`src/rtl/bank_map_pkg.sv`:
```
package bank_map_pkg;
    typedef enum logic [0:0] {
        WR_IDLE = 1'b0,
        WR_HELD = 1'b1
    } wr_state_t;
endpackage

```
`src/rtl/bpm_port_decode.sv`:
```
module bpm_port_decode #(
    parameter int          PORT_W    = 8,
    parameter logic [7:0]  PORT_ADDR = 8'h82,
    parameter logic [7:0]  ALIAS_BIT = 8'h20
) (
    input  logic [PORT_W-1:0] port_addr,
    output logic              port_hit
);
    localparam logic [PORT_W-1:0] CARE = ~ALIAS_BIT[PORT_W-1:0];

    // Alias bit is masked out so both copies of the port decode alike.
    always_comb begin
        port_hit = ((port_addr & CARE) == (PORT_ADDR[PORT_W-1:0] & CARE));
    end
endmodule

```
`src/rtl/bpm_page_reg.sv`:
```
module bpm_page_reg
    import bank_map_pkg::*;
#(
    parameter int PAGE_W = 4
) (
    input  logic              clk,
    input  logic              rst_n,
    input  logic              page_clr_n,
    input  logic              port_hit,
    input  logic              iorq_n,
    input  logic              wr_n,
    input  logic              m1_n,
    input  logic [PAGE_W-1:0] data_in,
    output logic [PAGE_W-1:0] page_q
);
    wr_state_t state_q, state_d;
    logic      io_wr_strobe;
    logic      load_en;

    always_comb begin
        io_wr_strobe = !iorq_n && !wr_n && m1_n;
        load_en      = (state_q == WR_IDLE) && io_wr_strobe && port_hit;
    end

    // State register
    always_ff @(posedge clk or negedge rst_n) begin
        if (!rst_n) state_q <= WR_IDLE;
        else        state_q <= state_d;
    end

    // Transitions
    always_comb begin
        state_d = state_q;
        unique case (state_q)
            WR_IDLE: if (load_en)       state_d = WR_HELD;
            WR_HELD: if (!io_wr_strobe) state_d = WR_IDLE;
            default:                    state_d = WR_IDLE;
        endcase
    end

    // Output register: the page number
    always_ff @(posedge clk or negedge rst_n) begin
        if (!rst_n)           page_q <= '0;
        else if (!page_clr_n) page_q <= '0;
        else if (load_en)     page_q <= data_in;
    end
endmodule

```
`src/rtl/bpm_addr_map.sv`:
```
module bpm_addr_map #(
    parameter int PAGE_W = 4,
    parameter int WIN_W  = 15
) (
    input  logic [WIN_W:0]          cpu_addr,
    input  logic [PAGE_W-1:0]       page_q,
    output logic [PAGE_W+WIN_W-1:0] phys_addr
);
    localparam logic [PAGE_W-1:0] TOP_PAGE = '1;

    always_comb begin
        phys_addr[WIN_W-1:0] = cpu_addr[WIN_W-1:0];
        phys_addr[PAGE_W+WIN_W-1:WIN_W] = cpu_addr[WIN_W] ? TOP_PAGE : page_q;
    end
endmodule

```
`src/rtl/bank_page_map.sv`:
```
module bank_page_map #(
    parameter int         PAGE_W    = 4,
    parameter int         WIN_W     = 15,
    parameter int         PORT_W    = 8,
    parameter logic [7:0] PORT_ADDR = 8'h82,
    parameter logic [7:0] ALIAS_BIT = 8'h20
) (
    input  logic                     clk,
    input  logic                     rst_n,
    input  logic                     page_clr_n,
    input  logic [WIN_W:0]           cpu_addr,
    input  logic                     iorq_n,
    input  logic                     wr_n,
    input  logic                     m1_n,
    input  logic [PAGE_W-1:0]        data_lo,
    output logic [PAGE_W+WIN_W-1:0]  phys_addr,
    output logic [PAGE_W-1:0]        page_q
);
    logic port_hit;

    bpm_port_decode #(
        .PORT_W(PORT_W), .PORT_ADDR(PORT_ADDR), .ALIAS_BIT(ALIAS_BIT)
    ) u_decode (
        .port_addr(cpu_addr[PORT_W-1:0]),
        .port_hit (port_hit)
    );

    bpm_page_reg #(.PAGE_W(PAGE_W)) u_page (
        .clk       (clk),
        .rst_n     (rst_n),
        .page_clr_n(page_clr_n),
        .port_hit  (port_hit),
        .iorq_n    (iorq_n),
        .wr_n      (wr_n),
        .m1_n      (m1_n),
        .data_in   (data_lo),
        .page_q    (page_q)
    );

    bpm_addr_map #(.PAGE_W(PAGE_W), .WIN_W(WIN_W)) u_map (
        .cpu_addr (cpu_addr),
        .page_q   (page_q),
        .phys_addr(phys_addr)
    );
endmodule

```
`config.mk`:
```
export PLATFORM = sky130hd
export DESIGN_NAME = bank_page_map
export DESIGN_NICKNAME = d
export VERILOG_FILES = /design/src/rtl/bank_map_pkg.sv /design/src/rtl/bpm_port_decode.sv /design/src/rtl/bpm_page_reg.sv /design/src/rtl/bpm_addr_map.sv /design/src/rtl/bank_page_map.sv
export SDC_FILE = /design/constraint.sdc
export NUM_CORES = 1
export LEC_CHECK = 0
export BUFFER_PORTS_ARGS = -buffer_cell sky130_fd_sc_hd__buf_2
export CAP_MARGIN = 20
export CORE_MARGIN = 8
export CORE_UTILIZATION = 28
export CTS_CLUSTER_DIAMETER = 200
export DETAILED_ROUTE_END_ITERATION = 12
export PLACE_DENSITY = 0.75
export SYNTH_ARGS = -nofsm -noshare
export SYNTH_HDL_FRONTEND = slang
export SYNTH_SLANG_ARGS = --single-unit
```
`constraint.sdc`:
```
create_clock -name clk -period 1.15 [get_ports clk]
set_input_delay 0.0575 -clock clk [delete_from_list [all_inputs] [get_ports clk]]
set_output_delay 0.0575 -clock clk [all_outputs]
set_load 0.05 [all_outputs]
```
Word-level counts from Yosys, hierarchy flattened:

Index checks and enable logic that the tools add are counted.

* logic and storage cells: 17
* output and inout bits: 23
* flip-flop bits (word level): 5
* input bits: 26

* reduce and logical (&&, ||, !) cells: 6
* multiplexer cells: 6
* eq/ne operators: 2
* bitwise operators: 1

Operators by type and width (count)
* 4-bit two-way mux: 3
* 7-bit equality test (second input constant): 1
* 1-bit logical AND: 4
* 1-bit zero test: 2
* 1-bit two-way mux: 2
* 2-bit by 1-bit != test with 1-bit output (second input constant): 1
* 1-bit case mux with 2 select lines: 1
* 1-bit NOT: 1

Logic depth before layout (Yosys ltp):

Gate-level depths: netlist (run 1).

* depth after elaboration: 7
* depth in mapped cells: 4
* mapped depth without buffers: 3

Modules after synthesis:

A second synthesis (run 1) with hierarchy kept.

* cell total of the unflattened synthesis: 44
* area, all modules: 384.1 sq um

Modules (own cells, without submodules)
* bpm_page_reg: cells each 22, instances 1, area an instance 227.7 sq um, seq. area each 125.1 sq um
* bpm_addr_map: cells each 19, instances 1, area an instance 137.6 sq um, seq. area each 0.0 sq um
* bpm_port_decode: cells each 3, instances 1, area an instance 18.8 sq um, seq. area each 0.0 sq um

Least setup slack after synthesis (run 1):

No wires, ideal clock.

* path type: register -> register
* start: register u_page.state_q
* end: register u_page.page_q[0]
* clock period less this slack: 1.217 ns
* required time: 1.071 ns
* arrival: 1.138 ns
* path slack: -0.067 ns
* buffers on the path: 1
* stages on the path, launching flop included: 5
* path through: dfrtp_1 > nor4b_2 > and4_1 > buf_6 > mux2i_1

* word-level cells in the longest chain between the ends: 4

Ends and longest elaborated chain
* from (decl): line bpm_page_reg.sv:16 `wr_state_t state_q, state_d;`
* from (signal assigned): line bpm_page_reg.sv:28 `else state_q <= state_d;`
* 1-bit NOT: line bpm_page_reg.sv:22 `load_en = (state_q == WR_IDLE) && io_wr_strobe && port_hit;`
* 1-bit logical AND (2 in series): line bpm_page_reg.sv:22
* 2-bit by 1-bit != test with 1-bit output (no line)
* to (signal assigned): line bpm_page_reg.sv:45 `else if (load_en) page_q <= data_in;`
* to (decl): line bpm_page_reg.sv:14 `output logic [PAGE_W-1:0] page_q`

No other way between the ends.
A chain may end at the register's enable or synchronous reset.

Final worst setup path (run 1):

* start: register u_page.state_q
* end: register u_page.page_q[3]

Same word-level chain as after synthesis.

==> results of run 1 <==
## critical path, delay by kind of cell (launching register included)
kind	cells	cell delay [ns]
DFF	1	0.40
muxes	1	0.19
and+or+nand+nor	2	0.55
## per-stage QoR
step | util | setup slack [ns] | setup TNS [ns] | total power [mW] | cells
floorplan | - | -0.03852 | -0.1541 | 0.3673 | 45
global placement | 0.3232 | -0.1127 | -0.4473 | 0.3316 | 76
detailed placement | 0.3232 | -0.1802 | -0.6568 | 0.3327 | 76
CTS | 0.3589 | -0.1225 | -0.4382 | 0.5449 | 81
global route | 0.3789 | -0.1688 | -0.5693 | 0.5721 | 82
finish | 0.3789 | -0.07420 | -0.2485 | 0.5429 | 82
## final timing paths
kind / start / endpoint / slack (ns) / depth (start not counted)
max in group asynchronous: rst_n / u_page.page_q[1]$_DFFE_PN0P_ / 0.84 / 2
worst min register to register: u_page.page_q[1]$_DFFE_PN0P_ / u_page.page_q[1]$_DFFE_PN0P_ / 0.55 / 2
min in group asynchronous: rst_n / u_page.page_q[2]$_DFFE_PN0P_ / 0.17 / 2
worst min-delay path: m1_n / u_page.state_q$_DFF_PN0_ / 0.05 / 3
worst max register to register: u_page.state_q$_DFF_PN0_ / u_page.page_q[3]$_DFFE_PN0P_ / -0.07 / 3
worst max-delay path: u_page.state_q$_DFF_PN0_ / u_page.page_q[3]$_DFFE_PN0P_ / -0.07 / 3
## layer usage
metal / track usage / part of all wire / up-vias
met3: 0.03804 / 0.092 / 0
met1: 0.06811 / 0.34 / 164
met4: 0.02459 / 0 / 0
met2: 0.1469 / 0.56 / 13
met5: 0 / 0 / -
li1: - / - / 172
## final cells by class
cell class | count | share of cell area
timing repair buffer | 34 | 0.3632
multi-input combinational | 23 | 0.3218
sequential | 5 | 0.2299
clock buffer | 4 | 0.04828
tap | 16 | 0.03678
## cells in the mapped netlist
library cell,instances,area [um^2]
nor2_1,2,7.510
nor4b_2,1,15.01
buf_1,1,3.750
nand2_1,9,33.78
nor4b_4,1,23.77
mux2i_1,4,40.04
dfrtp_1,5,125.1
buf_4,15,112.6
buf_6,1,11.26
a21oi_1,1,5.000
or2_1,2,12.51
and4_1,1,8.760
or2_2,2,12.51
## logic make-up after synthesis
family / synth area share
AND/OR/NAND/NOR: 0.2766
multiplexers: 0.09727
flip-flops: 0.3040
buffers and inverters: 0.3100
AO/OA/AOI/OAI: 0.01215
## flip-flops by register name (all words and copies together) (netlist names)
name	flops
u_page.page_q	4
u_page.state_q	1
## report_power, final
part           internal, mW  switching (mW)
registers             0.177        0.000107
clock network         0.131          0.0660
logic                0.0590           0.110
## timing repair
item                                   4_1_cts  5_1_grt
buffers inserted                             0        1
hold buffers                                 1        0
setup endpoints to repair                    6        6
endpoints found under the hold margin        5        0
resized for setup                            6        5
pin swaps                                    1        2
cloned                                       0        0
==> results.py, run 1 <==
metrics = {
    "drt": {
        "drt.antenna.violating_nets": 0,
        "drtIter0Drc": 5,
        "first_pass_iters": 2,
        "viasPerCell": 4.256,
        "wl_um": 1108,
        "vias": 349,
        "drc": 0,
        "wl_per_cell_um": 13.51,
    },
    "timing": {
        "slew_headroom": 0.8320,
        "slew_violations": 0,
        "hold-worst-slack_ns": 0.05052,
        "layout_setup_ws_ns": -0.07420,
        "worst_pin_slew_ns": 0.2537,
        "setup_viol": 4,
        "period_share": 1.065,
        "min_period_ns": 1.224,
        "max_freq_mhz": 816.9,
        "fin_worst_skew_ns": 0.004324,
        "report.final.hold_viol_count": 0,
        "rsz0062_at_grt": "yes",
    },
    "global_route": {
        "grt_max_degree": 9,
        "grt_antenna_before_repair": 0,
        "grt_pass1_vias": 397,
        "grt_pass1_wl_um": 1725,
        "track_usage": 0.07680,
        "grt-ovfl-total": 0,
    },
    "logic_synthesis": {
        "ys_seq_elements": 5,
        "synth_cells": 45,
        "avgSynthCellArea_um2": 9.148,
        "synth_nets": 71,
        "syn_area_um2": 411.6,
        "ys_seq_area_frac": 0.3040,
        "synth_cell_type_count": 13,
        "yosysWarnings": 0,
    },
    "layout": {
        "multi_input_area_um2": 175.2,
        "nets": 93,
        "final_common_cell": "buf_2",
        "stdcell_area_um2": 544.3,
        "final_cell_mix": "buf_2 (30), nand2_1 (9), dfrtp_1 (5)",
        "area_growth_pct": 32.22,
        "layout.area.seq_um2": 125.1,
        "fill_cells": 150,
        "insertedDiodeCount": 0,
        "drive_above_1_share": 0.6212,
    },
    "clock_network": {
        "path_clk_slew_ns": 0.05,
        "numCtsBuffers": 3,
        "clock_path_buffers": 2,
        "insertion_delay_ns": 0.23,
        "cts_tree": "yes",
        "clkSinkCount": 5,
        "cts_max_level": 1,
        "clockRootBuffer": "clkbuf_4",
    },
    "setup_path": {
        "critical-path-slowest-cell": "dfrtp_1",
        "worstPathRequired_ns": 1.30,
        "slowest_delay_ns": 0.40,
        "crit_path_start_kind": "register",
        "path_cells": "nor4b_4 -> and4_4 -> mux2i_1",
        "crit_fanout": 4,
        "endpoint_kind": "register",
        "critPathKind": "reg2reg",
        "cp.arrival_ns": 1.38,
    },
    "outcome": {
        "outcome": "finished, violations left",
        "violations": "setup timing",
    },
    "flow_run": {
        "maxCapViolCount": 0,
    },
    "pwr": {
        "ir_drop_mv": 0.3815,
        "power.leakage_nw": 0.2906,
        "p_per_area_nw_per_um2": 997.4,
    },
    "floorplanning": {
        "dieArea_um2": 2953,
        "io_pins": 49,
        "num_rows": 14,
        "core_area_um2": 1436,
        "start_util": 0.2866,
        "die_x_um": 54.34,
        "die_h_um": 54.34,
    },
    "placed_design": {
        "dpl-instance-area_um2": 464.2,
        "gp_congestion": 0.6734,
        "port-buffer-count": 32,
    },
    "hold_path": {
        "hold_class": "in2reg",
    },
}
Power figures use the tool's default switching activity.
==> inputs of run 2 (changes only) <==
--- a/config.mk
+++ b/config.mk
@@ -8,10 +8,12 @@
 export BUFFER_PORTS_ARGS = -buffer_cell sky130_fd_sc_hd__buf_2
 export CAP_MARGIN = 20
 export CORE_MARGIN = 8
-export CORE_UTILIZATION = 28
+export CORE_UTILIZATION = 30
+export CTS_BUF_LIST = sky130_fd_sc_hd__clkbuf_8
 export CTS_CLUSTER_DIAMETER = 200
 export DETAILED_ROUTE_END_ITERATION = 12
-export PLACE_DENSITY = 0.75
+export PLACE_DENSITY = 0.79
+export SLEW_MARGIN = 20
 export SYNTH_ARGS = -nofsm -noshare
 export SYNTH_HDL_FRONTEND = slang
 export SYNTH_SLANG_ARGS = --single-unit
==> results.py, run 2 (synthesis results as in run 1) <==
metrics = {
    "floorplanning": {
        "num_rows": 13,
        "die_h_um": 53.04,
        "core_area_um2": 1285,
        "io_pins": 49,
        "die_x_um": 53.04,
        "dieArea_um2": 2813,
        "start_util": 0.3204,
    },
    "clock_network": {
        "path_clk_slew_ns": 0.04,
        "clockRootBuffer": "clkbuf_8",
        "clkSinkCount": 5,
        "numCtsBuffers": 3,
        "cts_max_level": 1,
        "cts_tree": "yes",
        "clock_path_buffers": 2,
        "insertion_delay_ns": 0.22,
    },
    "global_route": {
        "grt_antenna_before_repair": 0,
        "grt_pass1_vias": 396,
        "track_usage": 0.08502,
        "grt_pass1_wl_um": 1725,
        "grt_max_degree": 9,
        "grt-ovfl-total": 0,
    },
    "timing": {
        "hold-worst-slack_ns": 0.07343,
        "slew_violations": 0,
        "slew_headroom": 0.8275,
        "worst_pin_slew_ns": 0.2605,
        "rsz0062_at_grt": "yes",
        "period_share": 1.081,
        "report.final.hold_viol_count": 0,
        "finalSetupTns_ns": -0.3686,
        "min_period_ns": 1.243,
        "max_freq_mhz": 804.3,
        "fin_worst_skew_ns": 0.002602,
        "setup_viol": 5,
        "layout_setup_ws_ns": -0.09329,
    },
    "setup_path": {
        "r2r_start": "u_page.state_q$_DFF_PN0_",
        "crit_path_start": "u_page.state_q$_DFF_PN0_",
        "critPathKind": "reg2reg",
        "rr_worst_depth": 3,
        "crit_path_start_kind": "register",
        "cp.arrival_ns": 1.38,
        "endpoint_kind": "register",
        "crit_fanout": 4,
        "worstPathRequired_ns": 1.29,
    },
    "layout": {
        "final_common_cell": "buf_2",
        "final_cell_mix": "buf_2 (30), nand2_1 (9), dfrtp_1 (5)",
        "final_core_utilization": 0.4450,
        "reg_top3": "u_page.page_q (4), u_page.state_q (1)",
        "nets": 96,
        "insertedDiodeCount": 0,
        "fill_cells": 128,
        "regMostFlops": "u_page.page_q",
        "largest_reg_flops": 4,
        "stdcell_area_um2": 571.8,
        "area_growth_pct": 38.91,
        "drive_above_1_share": 0.6377,
    },
    "drt": {
        "drtIter0Drc": 7,
        "drt.antenna.violating_nets": 0,
        "vias": 352,
        "wl_um": 1136,
        "drc": 0,
        "wl_per_cell_um": 13.52,
        "viasPerCell": 4.190,
        "first_pass_iters": 4,
    },
    "placed_design": {
        "gp_congestion": 0.6342,
        "port-buffer-count": 32,
        "dpl-instance-area_um2": 462.9,
    },
    "outcome": {
        "violations": "setup timing",
        "outcome": "finished, violations left",
    },
    "pwr": {
        "p_per_area_nw_per_um2": 1170,
        "power.leakage_nw": 0.3150,
        "p_total_mw": 0.6691,
        "ir_drop_mv": 0.5425,
    },
    "hold_path": {
        "hold_start": "m1_n",
        "hold_depth": 3,
        "hold_class": "in2reg",
    },
    "flow_run": {
        "maxCapViolCount": 0,
    },
}
==> run 2: per-stage QoR <==
stage          setup WS (ns)  instances
2_1_floorplan       -0.03852         45
5_1_grt              -0.1855         84
6_report            -0.09329         84
4_1_cts             -0.08711         83
3_3_place_gp         -0.1116         75
3_5_place_dp         -0.2013         75
==> run 2: final timing paths <==
check	endpoint	slack, ns
max reg2reg	u_page.page_q[3]$_DFFE_PN0P_	-0.09
min reg2reg	u_page.page_q[2]$_DFFE_PN0P_	0.55
min in group asynchronous	u_page.page_q[1]$_DFFE_PN0P_	0.18
min	u_page.state_q$_DFF_PN0_	0.07
max in group asynchronous	u_page.state_q$_DFF_PN0_	0.84
max	u_page.page_q[3]$_DFFE_PN0P_	-0.09
==> run 2: critical path: stages, from the launching register on <==
cell,delay [ns]
dfrtp_1,0.40
nor4b_4,0.25
and4_4,0.30
mux2i_1,0.21
==> run 2: timing repair <==
action                                  4_1_cts  5_1_grt
endpoints found under the setup margin        6        6
hold buffers                                  1        0
hold endpoints to repair                      5        0
pin swaps                                     2        1
setup buffers                                 3        1
gates resized for setup                       5        2
==> run 2: layer usage <==
metal	wire length [um]	track usage	part of all wire	up-vias
met4	22	0.06897	0.019	0
met1	336	0.06699	0.30	157
met2	642	0.1465	0.57	15
met5	0	0	0	-
li1	-	-	-	176
met3	134	0.05042	0.12	4
==> run 2: power by group <==
group	internal [mW]	leakage, nW	switching (mW)
clock	0.229	0.0269	0.0923
combinational	0.0587	0.218	0.112
sequential	0.177	0.0699	0.000115
==> run 2: area by class of cell <==
| class | count | area (um^2) | area share |
|---|---|---|---|
| clock buffer | 3 | 41.29 | 0.07221 |
| clock inverter | 1 | 3.754 | 0.006565 |
| multi-input combinational | 23 | 170.2 | 0.2976 |
| sequential | 5 | 125.1 | 0.2188 |
| tap | 15 | 18.77 | 0.03282 |
| timing repair buffer | 37 | 212.7 | 0.3720 |
